File: config.mk
export PLATFORM = sky130hd
export DESIGN_NAME = evt_timer_bank
export DESIGN_NICKNAME = d
export VERILOG_FILES = /design/src/rtl/evt_tmr_pkg.sv /design/src/rtl/evt_tmr_addr_dec.sv /design/src/rtl/evt_tmr_channel.sv /design/src/rtl/evt_tmr_rdmux.sv /design/src/rtl/evt_timer_bank.sv
export SDC_FILE = /design/constraint.sdc
export NUM_CORES = 1
export LEC_CHECK = 0
export ABC_AREA = 1
export CAP_MARGIN = 40
export CORE_MARGIN = 2
export CORE_UTILIZATION = 57
export CTS_BUF_LIST = sky130_fd_sc_hd__clkbuf_2
export CTS_CLUSTER_DIAMETER = 120
export DETAILED_ROUTE_END_ITERATION = 10
export PLACE_DENSITY = 0.89
export SYNTH_ARGS = -nofsm -noshare
export SYNTH_HDL_FRONTEND = slang
export SYNTH_HIERARCHICAL = 1
export SYNTH_SLANG_ARGS = --single-unit
File: constraint.sdc
create_clock -name clk -period 1.65 [get_ports clk]
set_input_delay 0.2475 -clock clk [delete_from_list [all_inputs] [get_ports clk]]
set_output_delay 0.2475 -clock clk [all_outputs]
set_load 0.05 [all_outputs]
File: src/rtl/evt_tmr_pkg.sv
package evt_tmr_pkg;
   localparam int RUN_BIT  = 31;
   localparam int MODE_BIT = 30;
   localparam int CLR_BIT  = 30;
   localparam int PEND_BIT = 30;
   localparam int STAT_OFS = 4;

   typedef enum logic {
      MODE_ONESHOT  = 1'b0,
      MODE_PERIODIC = 1'b1
   } tmr_mode_e;
endpackage

File: src/rtl/evt_tmr_addr_dec.sv
module evt_tmr_addr_dec
   import evt_tmr_pkg::*;
#(
   parameter int NUM    = 4,
   parameter int ADDR_W = 8,
   parameter int BASE   = 'h90,
   parameter int STRIDE = 8
)(
   input  logic [ADDR_W-1:0] addr,
   output logic [NUM-1:0]    ctrl_hit,
   output logic [NUM-1:0]    stat_hit
);
   for (genvar g = 0; g < NUM; g++) begin : g_slot
      localparam logic [ADDR_W-1:0] A_CTRL = ADDR_W'(BASE + STRIDE * g);
      localparam logic [ADDR_W-1:0] A_STAT = ADDR_W'(BASE + STRIDE * g + STAT_OFS);
      assign ctrl_hit[g] = (addr == A_CTRL);
      assign stat_hit[g] = (addr == A_STAT);
   end
endmodule

File: src/rtl/evt_tmr_channel.sv
module evt_tmr_channel
   import evt_tmr_pkg::*;
#(
   parameter int CNT_W = 29
)(
   input  logic             clk,
   input  logic             rst_n,
   input  logic             ld_we,
   input  logic             ld_run,
   input  tmr_mode_e        ld_mode,
   input  logic [CNT_W-1:0] ld_cnt,
   input  logic             clr_we,
   input  logic             clr_req,
   output logic             run,
   output tmr_mode_e        mode,
   output logic [CNT_W-1:0] reload,
   output logic [CNT_W-1:0] count,
   output logic             pend
);
   logic at_zero;
   logic fire;

   assign at_zero = (count == '0);
   assign fire    = run && at_zero && !ld_we;

   always_ff @(posedge clk or negedge rst_n) begin
      if (!rst_n) begin
         run    <= 1'b0;
         mode   <= MODE_ONESHOT;
         reload <= '0;
         count  <= '0;
      end else if (ld_we) begin
         run    <= ld_run;
         mode   <= ld_mode;
         reload <= ld_cnt;
         count  <= ld_cnt;
      end else if (run) begin
         if (at_zero) begin
            if (mode == MODE_PERIODIC) count <= reload;
            else                       run   <= 1'b0;
         end else begin
            count <= count - 1'b1;
         end
      end
   end

   always_ff @(posedge clk or negedge rst_n) begin
      if (!rst_n)                 pend <= 1'b0;
      else if (fire)              pend <= 1'b1;
      else if (clr_we && clr_req) pend <= 1'b0;
   end

   p_load_r3: assert property (@(posedge clk) disable iff (!rst_n)
      ld_we |=> (count == $past(ld_cnt)) && (run == $past(ld_run)));

   p_rise_r4: assert property (@(posedge clk) disable iff (!rst_n)
      $rose(pend) |-> ($past(run) && ($past(count) == '0)));

   p_oneshot_stop_r5: assert property (@(posedge clk) disable iff (!rst_n)
      (run && at_zero && !ld_we && mode == MODE_ONESHOT) |=> (!run && count == '0));

   p_reload_r6: assert property (@(posedge clk) disable iff (!rst_n)
      (run && at_zero && !ld_we && mode == MODE_PERIODIC) |=> (run && count == $past(reload)));

   p_hold_r8: assert property (@(posedge clk) disable iff (!rst_n)
      (pend && !(clr_we && clr_req)) |=> pend);

   p_tie_r9: assert property (@(posedge clk) disable iff (!rst_n)
      (run && at_zero && !ld_we && clr_we && clr_req) |=> pend);

   p_wr_wins_r10: assert property (@(posedge clk) disable iff (!rst_n)
      (ld_we && !pend) |=> !pend);
endmodule

File: src/rtl/evt_tmr_rdmux.sv
module evt_tmr_rdmux
   import evt_tmr_pkg::*;
#(
   parameter int NUM    = 4,
   parameter int CNT_W  = 29,
   parameter int DATA_W = 32
)(
   input  logic [NUM-1:0]            ctrl_hit,
   input  logic [NUM-1:0]            stat_hit,
   input  logic [NUM-1:0]            run_v,
   input  logic [NUM-1:0]            per_v,
   input  logic [NUM-1:0]            pend_v,
   input  logic [NUM-1:0][CNT_W-1:0] reload_v,
   input  logic [NUM-1:0][CNT_W-1:0] count_v,
   output logic [DATA_W-1:0]         rdata
);
   always_comb begin
      rdata = '0;
      for (int i = 0; i < NUM; i++) begin
         if (ctrl_hit[i]) begin
            rdata[RUN_BIT]     = run_v[i];
            rdata[MODE_BIT]    = per_v[i];
            rdata[CNT_W-1:0]   = reload_v[i];
         end
         if (stat_hit[i]) begin
            rdata[PEND_BIT]    = pend_v[i];
            rdata[CNT_W-1:0]   = count_v[i];
         end
      end
   end
endmodule

File: src/rtl/evt_timer_bank.sv
module evt_timer_bank
   import evt_tmr_pkg::*;
#(
   parameter int NUM_TIMERS = 4,
   parameter int ADDR_W     = 8,
   parameter int DATA_W     = 32,
   parameter int CNT_W      = 29,
   parameter int BASE_OFF   = 'h90,
   parameter int STRIDE     = 8
)(
   input  logic                  clk,
   input  logic                  rst_n,
   input  logic                  bus_we,
   input  logic [ADDR_W-1:0]     bus_addr,
   input  logic [DATA_W-1:0]     bus_wdata,
   output logic [DATA_W-1:0]     bus_rdata,
   output logic [NUM_TIMERS-1:0] irq
);
   localparam int TOP_ADDR = BASE_OFF + STRIDE * NUM_TIMERS;

   if (DATA_W != 32) begin : g_chk_dw
      $error("evt_timer_bank: DATA_W must be 32");
   end
   if (CNT_W < 1 || CNT_W > 29) begin : g_chk_cw
      $error("evt_timer_bank: CNT_W must lie in 1..29");
   end
   if (STRIDE < 8 || (STRIDE % 4) != 0) begin : g_chk_st
      $error("evt_timer_bank: STRIDE must be a multiple of 4 and at least 8");
   end
   if (TOP_ADDR > (1 << ADDR_W)) begin : g_chk_aw
      $error("evt_timer_bank: register window exceeds ADDR_W");
   end

   logic [NUM_TIMERS-1:0]            ctrl_hit, stat_hit;
   logic [NUM_TIMERS-1:0]            run_v, per_v, pend_v;
   logic [NUM_TIMERS-1:0][CNT_W-1:0] reload_v, count_v;
   logic                             unused_wbits;

   assign unused_wbits = ^bus_wdata[29:CNT_W];

   evt_tmr_addr_dec #(
      .NUM(NUM_TIMERS), .ADDR_W(ADDR_W), .BASE(BASE_OFF), .STRIDE(STRIDE)
   ) u_dec (
      .addr(bus_addr), .ctrl_hit(ctrl_hit), .stat_hit(stat_hit)
   );

   for (genvar g = 0; g < NUM_TIMERS; g++) begin : g_tmr
      tmr_mode_e mode_q;

      evt_tmr_channel #(.CNT_W(CNT_W)) u_ch (
         .clk     (clk),
         .rst_n   (rst_n),
         .ld_we   (bus_we && ctrl_hit[g]),
         .ld_run  (bus_wdata[RUN_BIT]),
         .ld_mode (tmr_mode_e'(bus_wdata[MODE_BIT])),
         .ld_cnt  (bus_wdata[CNT_W-1:0]),
         .clr_we  (bus_we && stat_hit[g]),
         .clr_req (bus_wdata[CLR_BIT]),
         .run     (run_v[g]),
         .mode    (mode_q),
         .reload  (reload_v[g]),
         .count   (count_v[g]),
         .pend    (pend_v[g])
      );

      assign per_v[g] = (mode_q == MODE_PERIODIC);
   end

   evt_tmr_rdmux #(
      .NUM(NUM_TIMERS), .CNT_W(CNT_W), .DATA_W(DATA_W)
   ) u_rd (
      .ctrl_hit (ctrl_hit),
      .stat_hit (stat_hit),
      .run_v    (run_v),
      .per_v    (per_v),
      .pend_v   (pend_v),
      .reload_v (reload_v),
      .count_v  (count_v),
      .rdata    (bus_rdata)
   );

   assign irq = pend_v;

   p_unmapped_r2: assert property (@(posedge clk) disable iff (!rst_n)
      !(|{ctrl_hit, stat_hit}) |-> (bus_rdata == '0));

   p_bit29_r13: assert property (@(posedge clk) disable iff (!rst_n)
      (bus_rdata[29] == 1'b0));
endmodule

==> flow_metrics.env, run 1 <==
export IMPL_status="aborted with a tool error"
export IMPL_haltStage="global routing (5_1_grt)"
export IMPL_error_line="[ERROR GRT-0232] Routing congestion too high. Check the congestion heatmap in the GUI."
export IMPL_synth_top_area_cell="dfrtp_1"
export IMPL_synth_xor_area_share_pct=2.77
export IMPL_syn_area_um2=17100
export IMPL_synth_seq_area_share_pct=35.8
export IMPL_clk_path_buf_depth=3
export IMPL_synth_top_family_by_area="simple AND/OR/NAND/NOR gates"
export IMPL_synth_edf_count=0
export IMPL_synthTopCellsByArea="dfrtp_1 (36%), nand2_1 (23%), nor2_1 (8.5%)"
export IMPL_avgSynthCellArea_um2=6.33
export IMPL_dp_hpwl_um=57500
export IMPL_cts_buffers=71
export IMPL_grt_ovfl_total=129
export IMPL_ys_types=41
export IMPL_io_buffers=76
export IMPL_track_usage_pct=77.9
export IMPL_grt_max_degree=70
export IMPL_ys_flop_type="dfrtp_1"
export IMPL_initial_core_util_pct=57.7
export IMPL_die_y_um=177
export IMPL_synth_adder_area_share_pct=0.293
export IMPL_async_flop_share_pct=100
export IMPL_netlist_instances=2698
export IMPL_ys_seq_elements=244
export IMPL_ctsRootBufferMaster="clkbuf_2"
export IMPL_die_width_um=177
export IMPL_muxShareOfSynthArea_pct=0
export IMPL_clkSinkCount=244
export IMPL_rows=63
export IMPL_io_pin_count=79
export IMPL_yosys_area_share_simple_pct=42.9
export IMPL_place_congestion=1.21
export IMPL_synth_compound_area_share_pct=9.06
export IMPL_dp_worst_setup_slack_ns=-1.32
export IMPL_syn_nets=2745
export IMPL_synth_top_cell_area_share_pct=35.8
export IMPL_yosysWarnings=6
export IMPL_htree_levels=3
==> Yosys cell counts, types with 5 or more instances <==
cell type / instances
xor2_1: 32
nand3_1: 226
a21oi_1: 94
buf_1: 8
o21ai_0: 148
inv_1: 215
o21ai_1: 6
nand2_2: 24
nor2_4: 12
dfrtp_1: 244
nand3b_1: 12
nor2_2: 14
inv_2: 21
buf_2: 26
buf_4: 5
dlygate4sd1_1: 6
nor2_1: 385
o211ai_1: 25
buf_6: 14
xnor2_1: 22
nand4_1: 26
nand2_1: 1037
clkbuf_1: 51
==> per-layer routing <==
layer / global-route usage, % / GRT overflow
met4: 77.1 / 61
met2: 90.8 / 56
met5: 40.9 / 1
met1: 78.7 / 4
met3: 65.0 / 7
==> stage by stage <==
step	setup TNS [ns]	std cells	hold slack [ns]	utilization (%)	area, µm²
2_1_floorplan	-3.59	2698	-0.0481	-	17400
3_3_place_gp	-198.59	3484	0.130	72.9	21600
3_5_place_dp	-218.12	3484	0.134	72.9	21600
4_1_cts	-45.54	3707	0.00110	83.8	24800
==> what timing repair did <==
action / 4_1_cts
hold endpoints to repair: 252
endpoints found under the setup margin: 156
gates cloned: 7
resized for setup: 472
pin swaps: 161
buffers inserted: 84
hold buffers: 9
==> kinds of logic after synthesis <==
| group | count (synthesis) |
|---|---|
| simple gates | 1752 |
| buf+inv | 356 |
| compound gates | 287 |
| flops | 244 |
| xor+xnor | 54 |
| fa+ha+maj | 4 |
| other cells | 1 |
==> run 2, diff against run 1 <==
- CORE_UTILIZATION: 57 -> 40
- CTS_BUF_LIST: sky130_fd_sc_hd__clkbuf_2 -> unset
- CTS_CLUSTER_DIAMETER: 120 -> unset
- PLACE_DENSITY: 0.89 -> unset
- PLACE_DENSITY_LB_ADDON: unset -> 0.15
- clock period: 1.65 -> 2.15 ns (I/O delays scaled with it)
==> flow_metrics.env, run 2 <==
export IMPL_hold_path_class="in2async"
export IMPL_clkSinkCount=244
export IMPL_layout_commonest_cell="nand2_1"
export IMPL_dp_hpwl_um=55700
export IMPL_htree_levels=2
export IMPL_routed_wl_um=73400
export IMPL_fmax_mhz=380
export IMPL_reg_top3="g_tmr.u_ch/count (116), g_tmr.u_ch/reload (116)"
export IMPL_clock_power_share_pct=20.9
export IMPL_drcViolationCount=0
export IMPL_fin_nets=2988
export IMPL_route_vias_total=19000
export IMPL_grt_ovfl_total=0
export IMPL_synthTopCellsByArea="dfrtp_1 (36%), nand2_1 (23%), nor2_1 (8.5%)"
export IMPL_async_flop_share_pct=100
export IMPL_ys_flop_type="dfrtp_1"
export IMPL_syn_nets=2745
export IMPL_cts_clk_slew_worst_paths_ns=0.06
export IMPL_die_area_um2=44300
export IMPL_worstPathRequired_ns=1.83
export IMPL_tritoncts="done"
export IMPL_skew_ns=0.0168
export IMPL_avgSynthCellArea_um2=6.33
export IMPL_grt_pass1_wl_um=112000
export IMPL_ys_types=41
export IMPL_clock_latency_ns=0.55
export IMPL_synth_seq_area_share_pct=35.8
export IMPL_hold_viol=0
export IMPL_synth_top_area_cell="dfrtp_1"
export IMPL_wire_per_inst_um=20.9
export IMPL_ctsRootBufferMaster="clkbuf_16"
export IMPL_drt_iter0_drc=1718
export IMPL_die_y_um=211
export IMPL_final_cells=3507
export IMPL_combPwrFrac_pct=55.1
export IMPL_cap_violations=0
export IMPL_seqPwrFrac_pct=24.0
export IMPL_p_total_w=0.0280
export IMPL_worst_pin_slew_ns=0.666
export IMPL_finalCriticalPeriod_ns=2.63
export IMPL_initial_core_util_pct=40.6
export IMPL_ys_seq_elements=244
export IMPL_synth_edf_count=0
export IMPL_yosysWarnings=6
export IMPL_worstPathArrival_ns=2.31
export IMPL_place_congestion=0.973
export IMPL_violations="negative setup slack"
export IMPL_die_width_um=211
export IMPL_drt_first_pass_iters=5
export IMPL_core_area_um2=42000
export IMPL_grt_setup_unrepaired="true"
export IMPL_synth_common_cells="nand2_1 (1037), nor2_1 (385), dfrtp_1 (244)"
export IMPL_vdd_drop_max_v=0.000618
export IMPL_cts_buffers=34
export IMPL_start_kind="primary input"
export IMPL_cp_max_fo=6
export IMPL_slew_headroom_pct=55.5
export IMPL_clk_path_buf_depth=3
export IMPL_syn_to_final_growth_pct=30.5
export IMPL_syn_area_um2=17100
export IMPL_setup_tns_ns=-11.58
export IMPL_io_buffers=76
export IMPL_power_switching_w=0.0134
export IMPL_p_leak_nw=11.8
export IMPL_p_sw_share_pct=48.1
export IMPL_fillers=4236
export IMPL_maxSlewViolCount=0
export IMPL_fin_ws_ns=-0.479
export IMPL_netlist_instances=2698
export IMPL_synth_top_cell_area_share_pct=35.8
export IMPL_antenna_left=0
export IMPL_crit_type="in2out"
export IMPL_dp_cells=3418
export IMPL_area_sequential_um2=6110
export IMPL_p_int_w=0.0145
export IMPL_io_pin_count=79
export IMPL_via_per_inst=5.41
export IMPL_finalSetupViolations=31
export IMPL_drive_gt1_share_pct=19.2
export IMPL_rows=75
export IMPL_grt_max_degree=59
export IMPL_status="complete, but fails checks"
export IMPL_final_cell_mix="nand2_1 (941), nor2_1 (366), dfrtp_1 (244), nand3_1 (222), inv_1 (205)"
export IMPL_powerDensity_nw_per_um2=1260
export IMPL_track_usage_pct=33.5
export IMPL_multi_input_comb_area_um2=9910
export IMPL_fin_util_pct=53.0
export IMPL_synth_most_common_cell="nand2_1"
export IMPL_grt_antenna_before_repair=0
export IMPL_critPathCaptureType="primary output"
export IMPL_fin_crit_sh_pct=122
export IMPL_grt_pass1_vias=18000
==> run 2: cell counts after synthesis <==
Identical to the previous run, type by type.
==> run 2: layout make-up <==
type                       instances  area share [%]
tap                              539            3.03
clock inverter                     7           0.382
inverter                         242            4.26
clock buffer                      55            4.73
multi-input combinational       2099            44.5
antenna                            1          0.0112
timing repair buffer             320            15.7
sequential                       244            27.4
==> run 2: per-stage QoR <==
| stage | hold slack, ns | cell area (µm²) | setup WS (ns) |
|---|---|---|---|
| global route | 0.303 | 22300 | -0.516 |
| floorplan | 0.0269 | 17100 | 0.00303 |
| finish | 0.282 | 22300 | -0.479 |
| CTS | 0.292 | 22100 | -0.437 |
| detailed placement | 0.276 | 20300 | -1.27 |
| global placement | 0.272 | 20300 | -1.24 |
==> run 2: worst paths after layout <==
kind                                               start                        to  slack [ns]  depth (start not counted)
worst max-delay path                         bus_addr[5]              bus_rdata[6]       -0.48                         17
worst min-delay path                               rst_n   g_tmr[1].u_ch/count[11]        0.28                          2
worst max register to register    g_tmr[1].u_ch/count[0]   g_tmr[1].u_ch/count[26]        0.13                         12
worst min register to register  g_tmr[1].u_ch/reload[17]  g_tmr[1].u_ch/reload[17]        0.50                          2
max in group asynchronous                          rst_n   g_tmr[2].u_ch/reload[5]        1.10                          3
min in group clk                g_tmr[1].u_ch/reload[17]  g_tmr[1].u_ch/reload[17]        0.50                          2
==> run 2: power by group through the flow <==
stage,clock [W],combinational [W],sequential [W]
after floorplan,0,0.00983,0.00650
after global placement,0,0.0147,0.00673
after detailed placement,0,0.0149,0.00672
after CTS,0.00594,0.0149,0.00668
after global routing,0.00612,0.0171,0.00684
final,0.00585,0.0154,0.00672
==> run 2: worst max-delay path: stages <==
cell,delay (ns)
buf_6,0.10
nor2_4,0.19
nand2_2,0.10
buf_6,0.14
nor2_4,0.19
clkinvlp_4,0.29
nand3_1,0.14
nand2_1,0.06
nand2_1,0.07
nand2_1,0.10
nand2_2,0.09
nand2_1,0.05
nand2_1,0.07
nand2_1,0.08
nand2_1,0.08
nand2_2,0.04
buf_4,0.18
==> run 2: cell families after synthesis <==
family / Yosys count / synth area share [%]
AND/OR/NAND/NOR: 1752 / 42.9
flip-flops: 244 / 35.8
other: 1 / 0.0220
AO/OA/AOI/OAI: 287 / 9.06
buffers and inverters: 356 / 9.19
XOR/XNOR: 54 / 2.77
adder cells (fa/ha/maj): 4 / 0.293
==> run 2: repair_timing <==
action                                 in CTS  in global routing
setup buffers                              19                  4
hold buffers                                1                  0
cloned                                      3                  0
endpoints found under the hold margin      44                  0
resized for setup                         162                 66
pin swaps                                  42                 54
setup endpoints to repair                 194                119
==> run 2: per-layer routing <==
layer	share of wire, %	global-route usage (%)	vias to the layer above
li1	-	-	8979
met1	45	49.0	8961
met2	42	49.2	882
met3	8.8	5.24	137
met4	4.2	13.3	0
met5	0	0	-
Power figures use the tool's default switching activity.
==> run 3, diff against run 2 <==
- CELL_PAD_IN_SITES_DETAIL_PLACEMENT: unset -> 0
- CELL_PAD_IN_SITES_GLOBAL_PLACEMENT: unset -> 1
==> flow_metrics.env, run 3 (synthesis results as in run 2) <==
export IMPL_status="complete, but fails checks"
export IMPL_violations="negative setup slack"
export IMPL_cts_buffers=34
export IMPL_finalCriticalPeriod_ns=2.45
export IMPL_grt_pass1_wl_um=113000
export IMPL_layout_commonest_cell="nand2_1"
export IMPL_tritoncts="done"
export IMPL_dp_cells=3439
export IMPL_die_area_um2=44300
export IMPL_critPathCaptureType="primary output"
export IMPL_finalSetupViolations=31
export IMPL_track_usage_pct=33.8
export IMPL_final_cells=3530
export IMPL_grt_antenna_before_repair=0
export IMPL_hold_viol=0
export IMPL_powerDensity_nw_per_um2=1240
export IMPL_cp_max_fo=6
export IMPL_ctsRootBufferMaster="clkbuf_16"
export IMPL_dp_hpwl_um=55000
export IMPL_place_area_um2=20400
export IMPL_routed_wl_um=74400
export IMPL_drt_iter0_drc=1979
export IMPL_drt_first_pass_iters=6
export IMPL_worst_pin_slew_ns=0.641
export IMPL_syn_to_final_growth_pct=32.8
export IMPL_cpMostUsedCell="nand2_2"
export IMPL_slew_headroom_pct=57.1
export IMPL_drcViolationCount=0
export IMPL_grt_setup_unrepaired="true"
export IMPL_fin_crit_sh_pct=114
export IMPL_drive_gt1_share_pct=21.4
export IMPL_start_kind="primary input"
export IMPL_final_cell_area_um2=22700
export IMPL_cpPeakStageDelay_ns=0.22
export IMPL_worstPathCellList="buf_6 -> nor2_4 -> nand2_2 -> nor2_4 -> buf_12 -> clkinvlp_4 -> nand3_2 -> nand2_2 -> nand2_1 -> nand2_1 -> nand2_2 -> nand2_1 -> nand2_1 -> nand2_2 -> nand2_2 -> nand2_2 -> buf_8"
export IMPL_cts_clk_slew_worst_paths_ns=0.05
export IMPL_die_y_um=211
export IMPL_p_total_w=0.0280
export IMPL_grt_ovfl_total=0
export IMPL_rows=75
export IMPL_clk_path_buf_depth=3
export IMPL_cap_violations=0
export IMPL_crit_type="in2out"
export IMPL_wire_per_inst_um=21.1
export IMPL_fin_ws_ns=-0.302
export IMPL_fmax_mhz=408
export IMPL_antenna_cells=0
export IMPL_io_pin_count=79
export IMPL_route_vias_total=19300
export IMPL_initial_core_util_pct=40.6
export IMPL_p_leak_nw=12.0
export IMPL_fin_nets=3016
export IMPL_via_per_inst=5.46
export IMPL_hold_path_class="in2async"
export IMPL_fin_util_pct=53.9
export IMPL_r2r_cells=11
export IMPL_antenna_left=0
export IMPL_reg_top3="g_tmr.u_ch/count (116), g_tmr.u_ch/reload (116)"
export IMPL_place_congestion=0.950
export IMPL_clkSinkCount=244
export IMPL_clock_latency_ns=0.56
export IMPL_worstPathArrival_ns=2.13
export IMPL_vdd_drop_max_v=0.000721
export IMPL_grt_max_degree=60
export IMPL_io_buffers=76
export IMPL_grt_pass1_vias=18100
export IMPL_core_area_um2=42000
export IMPL_cp_slowest_cell="clkinvlp_4"
export IMPL_htree_levels=2
export IMPL_die_width_um=211
export IMPL_final_cell_mix="nand2_1 (917), nor2_1 (364), dfrtp_1 (236), nand3_1 (219), buf_4 (205)"
export IMPL_worstPathRequired_ns=1.83
export IMPL_maxSlewViolCount=0
export IMPL_skew_ns=0.0130
run 3: power breakdown:
group | internal, W | total, W | switching (W)
logic | 0.00538 | 0.0154 | 0.0100
clock network | 0.00352 | 0.00585 | 0.00233
registers | 0.00553 | 0.00673 | 0.00120
total | 0.0144 | 0.0280 | 0.0136
run 3: per-layer routing:
layer	global-route usage [%]	part of all wire [%]	vias up
li1	-	-	9031
met1	51.3	46	9222
met2	48.5	41	913
met3	6.42	9.6	105
met4	9.59	2.7	0
met5	0	0	-
run 3: worst paths after layout:
path	startpoint	endpoint	slack (ns)
max in group asynchronous	rst_n	g_tmr[0].u_ch/count[17]	1.15
min	rst_n	g_tmr[0].u_ch/count[18]	0.25
min reg2reg	g_tmr[2].u_ch/reload[28]	g_tmr[2].u_ch/reload[28]	0.50
min in group clk	g_tmr[2].u_ch/reload[28]	g_tmr[2].u_ch/reload[28]	0.50
max	bus_addr[1]	bus_rdata[17]	-0.30
max reg2reg	g_tmr[1].u_ch/count[10]	g_tmr[1].u_ch/count[2]	0.11
run 3: what timing repair did:
| action | in CTS | in global routing |
|---|---|---|
| buffers inserted | 25 | 7 |
| pin swaps | 72 | 84 |
| gates cloned | 6 | 0 |
| hold buffers | 1 | 0 |
| endpoints found under the setup margin | 59 | 105 |
| resized for setup | 186 | 90 |
| hold endpoints to repair | 36 | 0 |
run 3: through the flow:
stage | worst slack (ns) | hold slack (ns) | setup TNS (ns)
6_report | -0.302 | 0.252 | -6.31
5_1_grt | -0.390 | 0.282 | -8.78
4_1_cts | -0.323 | 0.271 | -6.48
3_5_place_dp | -0.909 | 0.251 | -110.58
3_3_place_gp | -0.953 | 0.246 | -105.43
2_1_floorplan | 0.00303 | 0.0269 | 0
run 3: area by class of cell:
class	count	area, µm²
Fill cell	4196	19400
Clock inverter	5	28.8
Multi-Input combinational cell	2098	9990
Tap cell	539	674
Inverter	242	937
Timing Repair Buffer	349	3810
Sequential cell	244	6120
Clock buffer	53	1110
run 3: critical path, delay by kind of cell:
kind	cells	cell delay [ns]
simple gates	13	1.18
buf+inv	4	0.60
